--- src/rtl/wp_cmd_pkg.sv ---
package wp_cmd_pkg;

  localparam logic [15:0] KEY_ADDR_A = 16'h5555;
  localparam logic [15:0] KEY_ADDR_B = 16'h2AAA;
  localparam logic [7:0]  CODE_LEAD  = 8'hAA;
  localparam logic [7:0]  CODE_SECOND = 8'h55;
  localparam logic [7:0]  CODE_UNLOCK = 8'hA0;
  localparam logic [7:0]  CODE_EXTEND = 8'h80;
  localparam logic [7:0]  CODE_CLEAR  = 8'h20;

  typedef enum logic [2:0] {
    ST_IDLE = 3'd0,
    ST_S1   = 3'd1,
    ST_S2   = 3'd2,
    ST_S3   = 3'd3,
    ST_S4   = 3'd4,
    ST_S5   = 3'd5
  } seqStage_t;

  // decoded command keys for the current write
  typedef struct packed {
    logic kLead;    // 0xAA at the A key address
    logic kSecond;  // 0x55 at the B key address
    logic kUnlock;  // 0xA0 at the A key address
    logic kExtend;  // 0x80 at the A key address
    logic kClear;   // 0x20 at the A key address
  } keyHit_t;

  // strobes from control to datapath
  typedef struct packed {
    logic winClr;
    logic winInc;
    logic settleLoad;
    logic settleStop;
  } dpStrobe_t;

endpackage

--- src/rtl/wp_cmd_dp.sv ---
module wp_cmd_dp
  import wp_cmd_pkg::*;
#(
  parameter int ADDR_W        = 16,
  parameter int DATA_W        = 8,
  parameter int PAGE_BYTES    = 128,
  parameter int SETTLE_CYCLES = 16,
  localparam int CNT_W = $clog2(PAGE_BYTES + 1),
  localparam int SET_W = $clog2(SETTLE_CYCLES + 1)
) (
  input  logic              clk,
  input  logic              rstN,
  input  logic [ADDR_W-1:0] wrAddr,
  input  logic [DATA_W-1:0] wrData,
  input  dpStrobe_t         strobe,
  output keyHit_t           keyHit,
  output logic [CNT_W-1:0]  winCnt,
  output logic              winLast,
  output logic              winAny,
  output logic              settleFire
);

  localparam int CMP_W = ADDR_W - 1;   // top address bit is not compared

  logic [CMP_W-1:0] addrLow;
  logic             isAddrA;
  logic             isAddrB;
  logic [SET_W-1:0] settleCnt;

  assign addrLow = wrAddr[CMP_W-1:0];
  assign isAddrA = (addrLow == CMP_W'(KEY_ADDR_A));
  assign isAddrB = (addrLow == CMP_W'(KEY_ADDR_B));

  always_comb begin
    keyHit.kLead   = isAddrA && (wrData == DATA_W'(CODE_LEAD));
    keyHit.kSecond = isAddrB && (wrData == DATA_W'(CODE_SECOND));
    keyHit.kUnlock = isAddrA && (wrData == DATA_W'(CODE_UNLOCK));
    keyHit.kExtend = isAddrA && (wrData == DATA_W'(CODE_EXTEND));
    keyHit.kClear  = isAddrA && (wrData == DATA_W'(CODE_CLEAR));
  end

  // page-window byte counter
  always_ff @(posedge clk) begin
    if (!rstN) begin
      winCnt <= '0;
    end else if (strobe.winClr) begin
      winCnt <= '0;
    end else if (strobe.winInc) begin
      winCnt <= winCnt + CNT_W'(1);
    end
  end

  assign winLast = (winCnt == CNT_W'(PAGE_BYTES - 1));
  assign winAny  = (winCnt != '0);

  // settle counter for the disable command
  always_ff @(posedge clk) begin
    if (!rstN) begin
      settleCnt <= '0;
    end else if (strobe.settleLoad) begin
      settleCnt <= SET_W'(SETTLE_CYCLES);
    end else if (strobe.settleStop) begin
      settleCnt <= '0;
    end else if (settleCnt != '0) begin
      settleCnt <= settleCnt - SET_W'(1);
    end
  end

  assign settleFire = (settleCnt == SET_W'(1));

endmodule

--- src/rtl/wp_cmd_ctl.sv ---
module wp_cmd_ctl
  import wp_cmd_pkg::*;
#(
  parameter bit PROT_RESET = 1'b0
) (
  input  logic      clk,
  input  logic      rstN,
  input  logic      wrValid,
  input  logic      loadEnd,
  input  keyHit_t   keyHit,
  input  logic      winLast,
  input  logic      winAny,
  input  logic      settleFire,
  output dpStrobe_t strobe,
  output logic      wrPass,
  output logic      wrCmd,
  output logic      protOn,
  output logic      winOpen
);

  seqStage_t stage, stageNext;
  logic      protFlag, protNext;
  logic      winNext;
  logic      advance;

  always_comb begin
    stageNext = stage;
    protNext  = protFlag;
    winNext   = winOpen;
    strobe    = '0;
    wrPass    = 1'b0;
    wrCmd     = 1'b0;
    advance   = 1'b0;

    if (wrValid) begin
      if (winOpen) begin
        wrPass        = 1'b1;
        strobe.winInc = 1'b1;
        if (winLast) winNext = 1'b0;
      end else begin
        unique case (stage)
          ST_IDLE: if (keyHit.kLead) begin
            advance = 1'b1; stageNext = ST_S1;
          end
          ST_S1: if (keyHit.kSecond) begin
            advance = 1'b1; stageNext = ST_S2;
          end
          ST_S2: begin
            if (keyHit.kUnlock) begin
              advance           = 1'b1;
              stageNext         = ST_IDLE;
              protNext          = 1'b1;
              winNext           = 1'b1;
              strobe.winClr     = 1'b1;
              strobe.settleStop = 1'b1;
            end else if (keyHit.kExtend) begin
              advance = 1'b1; stageNext = ST_S3;
            end
          end
          ST_S3: if (keyHit.kLead) begin
            advance = 1'b1; stageNext = ST_S4;
          end
          ST_S4: if (keyHit.kSecond) begin
            advance = 1'b1; stageNext = ST_S5;
          end
          ST_S5: if (keyHit.kClear) begin
            advance           = 1'b1;
            stageNext         = ST_IDLE;
            strobe.settleLoad = 1'b1;
          end
          default: stageNext = ST_IDLE;
        endcase

        if (advance) begin
          wrCmd = 1'b1;
        end else if (keyHit.kLead) begin
          // abort, but this write may open a new sequence
          wrCmd     = 1'b1;
          stageNext = ST_S1;
        end else begin
          stageNext = ST_IDLE;
          wrPass    = !protFlag;
        end
      end
    end

    if (loadEnd && winOpen && (winAny || wrValid)) winNext = 1'b0;

    if (settleFire && !strobe.settleLoad && !strobe.settleStop) protNext = 1'b0;
  end

  always_ff @(posedge clk) begin
    if (!rstN) begin
      stage    <= ST_IDLE;
      protFlag <= PROT_RESET;
      winOpen  <= 1'b0;
    end else begin
      stage    <= stageNext;
      protFlag <= protNext;
      winOpen  <= winNext;
    end
  end

  assign protOn = protFlag;

endmodule

--- src/rtl/wp_cmd_seq.sv ---
module wp_cmd_seq
  import wp_cmd_pkg::*;
#(
  parameter int ADDR_W        = 16,
  parameter int DATA_W        = 8,
  parameter int PAGE_BYTES    = 128,
  parameter int SETTLE_CYCLES = 16,
  parameter bit PROT_RESET    = 1'b0
) (
  input  logic              clk,
  input  logic              rstN,
  input  logic              wrValid,
  input  logic [ADDR_W-1:0] wrAddr,
  input  logic [DATA_W-1:0] wrData,
  input  logic              loadEnd,
  output logic              wrPass,
  output logic              wrCmd,
  output logic              protOn
);

  localparam int CNT_W = $clog2(PAGE_BYTES + 1);

  dpStrobe_t        strobe;
  keyHit_t          keyHit;
  logic [CNT_W-1:0] winCnt;
  logic             winLast;
  logic             winAny;
  logic             settleFire;
  logic             winOpen;

  wp_cmd_dp #(
    .ADDR_W(ADDR_W), .DATA_W(DATA_W),
    .PAGE_BYTES(PAGE_BYTES), .SETTLE_CYCLES(SETTLE_CYCLES)
  ) u_dp (
    .clk(clk), .rstN(rstN), .wrAddr(wrAddr), .wrData(wrData),
    .strobe(strobe), .keyHit(keyHit), .winCnt(winCnt),
    .winLast(winLast), .winAny(winAny), .settleFire(settleFire)
  );

  wp_cmd_ctl #(.PROT_RESET(PROT_RESET)) u_ctl (
    .clk(clk), .rstN(rstN), .wrValid(wrValid), .loadEnd(loadEnd),
    .keyHit(keyHit), .winLast(winLast), .winAny(winAny),
    .settleFire(settleFire), .strobe(strobe), .wrPass(wrPass),
    .wrCmd(wrCmd), .protOn(protOn), .winOpen(winOpen)
  );

endmodule

--- config.mk ---
export PLATFORM = sky130hd
export DESIGN_NAME = wp_cmd_seq
export DESIGN_NICKNAME = d
export VERILOG_FILES = /design/src/rtl/wp_cmd_pkg.sv /design/src/rtl/wp_cmd_dp.sv /design/src/rtl/wp_cmd_ctl.sv /design/src/rtl/wp_cmd_seq.sv
export SDC_FILE = /design/constraint.sdc
export NUM_CORES = 1
export LEC_CHECK = 0
export ABC_AREA = 1
export CORE_ASPECT_RATIO = 2
export CORE_UTILIZATION = 45
export DETAILED_ROUTE_END_ITERATION = 16
export GPL_TIMING_DRIVEN = 1
export PLACE_DENSITY_LB_ADDON = 0.25
export SETUP_SLACK_MARGIN = 0.1
export SYNTH_ARGS = -nofsm -noshare
export SYNTH_HDL_FRONTEND = slang
export SYNTH_SLANG_ARGS = --single-unit
export TNS_END_PERCENT = 5
--- constraint.sdc ---
create_clock -name clk -period 1.3 [get_ports clk]
set_input_delay 0.195 -clock clk [delete_from_list [all_inputs] [get_ports clk]]
set_output_delay 0.195 -clock clk [all_outputs]
set_load 0.1 [all_outputs]
== Yosys cells after proc, flatten, opt, wreduce, memory -nomap -nowiden ==
Cells that the tools add are included.
Cells by class
  add/subtract/negate cells: 2
  equality and inequality tests: 20
  mux-type cells: 37
  bitwise logic cells: 2
  reduce and logical (&&, ||, !) cells: 25
Operators with widths (number)
  $eq A8 B8 Y1 const B: 3
  $mux W3: 8
  $mux W1: 22
  $pmux W3 S6: 1
  $eq A8 B7 Y1 const B: 2
  $eq A15 B14 Y1 const B: 1
  $eq A15 B15 Y1 const B: 1
  $mux W5: 3
  $ne A3 B3 Y1 const B: 5
  $reduce_or A2 Y1: 5
  $logic_and A1 B1 Y1: 9
  $add A8 B1 Y8 const B: 1
  $eq A8 B6 Y1 const B: 1
  $reduce_and A8 Y1: 1
  $reduce_bool A8 Y1: 1
  $eq A3 B2 Y1 const B: 2
  $eq A3 B3 Y1 const B: 2
  $eq A5 B1 Y1 const B: 1
  $reduce_bool A5 Y1: 1
  $sub A5 B1 Y5 const B: 1
  $mux W4: 1
  $ne A4 B4 Y1 const B: 1
  $pmux W1 S4: 1
  $reduce_and A4 Y1: 1
  8 further kinds: 11
Storage, ports and cells
  bits in registers: 18
  input port bits: 28
  output and inout bits: 3
  logic and storage cells: 92

== Depth between registers and ports, before layout ==
  depth after elaboration: 10
  gate-level depth with buffers: 12
  depth with buffers taken out: 12

== Hierarchy ==
A second synthesis with hierarchy kept.
Unflattened totals
  cell total of the unflattened synthesis: 219
  area, all modules: 1292.5 um^2
Modules (own cells, without submodules)
  wp_cmd_dp: instances 1, cells each 156, area an instance 910.9 um^2, sequential area each 260.2 um^2
  wp_cmd_ctl: instances 1, cells each 63, area an instance 381.6 um^2, sequential area each 100.1 um^2

== Least setup slack after synthesis ==
Ideal clock, no wire load.
  kind: reg2out
  start point: reg u_ctl.protFlag (netlist: u_ctl.protOn)
  end point: out wrPass
  arrival: 3188 ps
  required time: 1105 ps
  setup slack: -2083 ps
  stages on the path, launching flop included: 3
  path buffers: 0
  path through: dfxtp_1 -> or2_2 -> o21ai_0
On the way
  cells in the longest elaborated chain, start to end: 5
Ends and longest elaborated chain
  start: declaration: RTL line wp_cmd_ctl.sv:22  | logic protFlag, protNext;
  start signal: assignment: RTL line wp_cmd_ctl.sv:99  | protFlag <= protNext;
  $logic_not A1 Y1: RTL line wp_cmd_ctl.sv:82  | wrPass = !protFlag;
  $mux W1: RTL line wp_cmd_ctl.sv:76  | end else if (keyHit.kLead) begin
  $mux W1: RTL line wp_cmd_ctl.sv:74  | if (advance) begin
  $mux W1: RTL line wp_cmd_ctl.sv:36  | if (winOpen) begin
  $mux W1: RTL line wp_cmd_ctl.sv:35  | if (wrValid) begin
  end: declaration: RTL line wp_cmd_seq.sv:16  | output logic wrPass,
No other way between the ends.

== Final worst setup path ==
  start point: reg u_ctl.stage[0]
  end point: out wrPass
On the way
  cells in the longest elaborated chain, start to end: 8
  elaborated cells on any way between the ends: 14
  those cells by class: eq/ne: 5; mux: 6; reduce/logical: 3
Ends and longest elaborated chain
  start: declaration: RTL line wp_cmd_ctl.sv:21  | seqStage_t stage, stageNext;
  start signal: assignment: RTL line wp_cmd_ctl.sv:98  | stage <= stageNext;
  $eq A3 B1 Y1 (tied with other cells): RTL line wp_cmd_ctl.sv:41  | unique case (stage)
  $reduce_or A2 Y1 (no line)
  $pmux W1 S4 *: RTL line wp_cmd_ctl.sv:41
  $mux W1 *: RTL line wp_cmd_ctl.sv:36
  $mux W1 *: RTL line wp_cmd_ctl.sv:35
  $mux W1 *: RTL line wp_cmd_ctl.sv:74
  $mux W1 *: RTL line wp_cmd_ctl.sv:36
  $mux W1 *: RTL line wp_cmd_ctl.sv:35
Every way passes the cells marked *; elsewhere a longest branch is shown, timed or not. The select of a mux whose other input is x is not followed.

==> impl_metrics.json <==
{
  "status": "finished with violations",
  "violations": "setup timing",
  "htreeDepth": 1,
  "synth_nets": 266,
  "clock_latency_ns": 0.26,
  "n_fill_cell": 204,
  "ys_seq_elements": 18,
  "gp_congestion": 0.939,
  "grt_pass1_vias": 1879,
  "maxCapViolations": 0,
  "relSlewSlack_pct": 78.9,
  "endpoint_kind": "output port",
  "cp_cell_sequence": "nor2_4 -> nand2_2 -> nand2_2 -> nand3_2 -> nand2_1 -> nor2_2 -> nand3_2 -> o21ai_4 -> buf_12",
  "layout-drive-gt1-share_pct": 39.1,
  "use_met2_pct": 66.3,
  "die_height_um": 81.2,
  "cts_root_buf": "clkbuf_8",
  "finalSetupViolations": 20,
  "utilization_pct": 79.9,
  "cts_tree": "yes",
  "crit_required_ns": 1.11,
  "rows": 28,
  "initial_core_util_pct": 47.4,
  "crit_type": "reg -> out",
  "crit_path_start_kind": "register",
  "antenna_found_initial": 0,
  "crit_family": "simple AND/OR/NAND/NOR gates",
  "rsz0062_at_grt": "true",
  "dr.pass1.iters": 4,
  "core_um2": 2980,
  "finalPower_mw": 1.98,
  "ant_nets": 0,
  "grt-ovfl-total": 0,
  "dieArea_um2": 3380,
  "seq_area_frac_synth_pct": 25.5,
  "clkTransAtPathRegs_ns": 0.07,
  "cts_inserted_buffers": 3,
  "io_buffer_count": 29,
  "power-per-cell-area_nw_per_um2": 831,
  "period_minus_slack_ns": 1.84,
  "drt-initial-drc-count": 63,
  "skew_ns": 0.00494,
  "cts_buffer_depth": 2,
  "worstMarginPinSlew_ns": 0.315,
  "layout_setup_ws_ns": -0.539,
  "wirelength_mm": 4.88,
  "clock-sinks": 18,
  "synthesis.instances": 233,
  "cp_slowest_stage_delay_ns": 0.40,
  "fmax_ghz": 0.544,
  "via_count": 1873,
  "grtUsageMet1_pct": 24.2,
  "io_pins": 31,
  "critical_path_buf_inv_count": 1,
  "grt_max_degree": 11,
  "drc": 0,
  "cp_max_fo": 5,
  "busiest_layer": "met2",
  "vdd_drop_max_uv": 887,
  "hold_viol_final": 0,
  "dpl.hpwl_mm": 3.28,
  "timing.hold.ws_ns": 0.492,
  "nNetsFinal": 354,
  "viasPerCell": 5.35,
  "area.growth.synth_to_final_pct": 68.4,
  "diodes": 0,
  "synth_cell_types": 26,
  "maxSlewViolCount": 0,
  "avgRoutedWirePerCell_um": 13.9,
  "grt_util_met3_pct": 0.667,
  "grt_pass1_wl_mm": 7.75,
  "hp-class": "reg -> reg",
  "yosys_warnings": 0,
  "dieWidth_um": 41.6,
  "syn_area_um2": 1410,
  "synth.avg_cell_area_um2": 6.06,
  "crit_slowest_cell": "dfxtp_4",
  "fin_crit_sh_pct": 141,
  "grt.total_usage_pct": 29.8,
  "p_leak_nw": 1.11,
  "arrival_ns": 1.64
}
state kept, by name, indices dropped and copies added (netlist names):
| name | cells |
|---|---|
| u_dp.winCnt | 8 |
| u_dp.settleCnt | 5 |
| u_ctl.protOn | 1 |
| u_ctl.stage | 3 |
| u_ctl.winOpen | 1 |
repair_timing:
action / 4_1_cts / 5_1_grt
gates resized for setup: 58 / 22
setup buffers: 24 / 2
pin swaps: 22 / 10
hold buffers: 0 / 0
setup endpoints to repair: 20 / 20
kinds of logic after synthesis:
kind of cell / synth area share [%]
flip-flops: 25.5
AO/OA/AOI/OAI: 6.91
AND/OR/NAND/NOR: 47.7
adder cells (fa/ha/maj): 4.43
buffers and inverters: 11.1
XOR/XNOR: 4.34
cell usage in the layout, fill, tap and decap left out, types with 3 or more instances in the layout:
cell,instances
clkdlybuf4s50_1,3
nor2_4,3
o21ai_0,5
clkdlybuf4s15_1,5
nor2_2,14
nand2_4,3
clkbuf_8,4
inv_1,33
xnor2_1,3
clkbuf_2,4
inv_2,6
xor2_1,4
ha_1,5
buf_12,4
nor2_1,26
nor3_1,9
buf_4,52
a21oi_1,7
nand3b_1,3
or2_2,3
nand2_1,38
nand2_2,9
nand3_2,8
dfxtp_4,3
nand4_1,8
dfxtp_1,14
nand3_1,11
dlygate4sd2_1,14
tightest hold or removal path, stage by stage, from the launching register on:
cell	delay, ns
dfxtp_1	0.33
nand2_1	0.07
a21oi_1	0.05
metal layers:
layer	part of all wire, %	up-vias
met5	0	-
met3	3.6	21
met4	6.0	0
li1	-	915
met2	60	82
met1	31	855
power by group:
| group | internal, mW | switching (mW) |
|---|---|---|
| Combinational | 0.395 | 0.432 |
| Sequential | 0.626 | 0.0573 |
| Clock | 0.270 | 0.196 |
| Total | 1.29 | 0.686 |
worst paths after layout:
kind / from / to / slack (ns) / cells past startpoint
worst max-delay path: u_ctl.stage[0] / wrPass / -0.54 / 9
worst min-delay path: u_dp.settleCnt[1] / u_dp.settleCnt[1] / 0.49 / 2
worst max register to register: u_ctl.stage[1] / u_ctl.stage[0] / -0.45 / 11
worst min register to register: u_dp.settleCnt[1] / u_dp.settleCnt[1] / 0.49 / 2
metrics by stage:
step | instances | area [µm²] | worst slack (ns) | setup TNS, ns
2_1_floorplan | 233 | 1440 | -0.371 | -0.553
4_1_cts | 348 | 2350 | -0.453 | -3.39
5_1_grt | 350 | 2380 | -0.601 | -5.37
3_5_place_dp | 320 | 2020 | -0.737 | -12.69
3_3_place_gp | 320 | 2020 | -0.757 | -12.40
6_report | 350 | 2380 | -0.539 | -4.58
synthesized netlist by cell type:
master / number / area share [%]
nor3b_1: 1 / 0.53
nand4_1: 8 / 3.5
xnor2_1: 3 / 1.9
o31ai_1: 1 / 0.53
dfxtp_1: 18 / 26
nor3_4: 1 / 1.2
nor3_1: 11 / 3.9
nand2_1: 47 / 12
nand3b_1: 3 / 1.6
nor4_1: 2 / 0.89
or2_1: 1 / 0.44
a21oi_1: 9 / 3.2
o21ai_0: 8 / 2.8
nand2_4: 2 / 1.6
inv_4: 1 / 0.44
o21ai_1: 1 / 0.35
nor2_1: 38 / 10
or2_0: 1 / 0.44
nor2_2: 5 / 2.2
ha_1: 5 / 4.4
nand3_2: 1 / 0.71
nand3_1: 18 / 6.4
inv_1: 40 / 11
xor2_1: 4 / 2.5
or2_2: 3 / 1.3
nand2_2: 1 / 0.44
area by class of cell:
cell class,count,area [µm²],area share [%]
Clock buffer,4,55.1,2.31
Sequential cell,18,373,15.7
Multi-Input combinational cell,174,1050,44.1
Tap cell,30,37.5,1.58
Inverter,41,159,6.68
Timing Repair Buffer,83,704,29.6
Note: power is estimated with default switching activity, not from simulation.
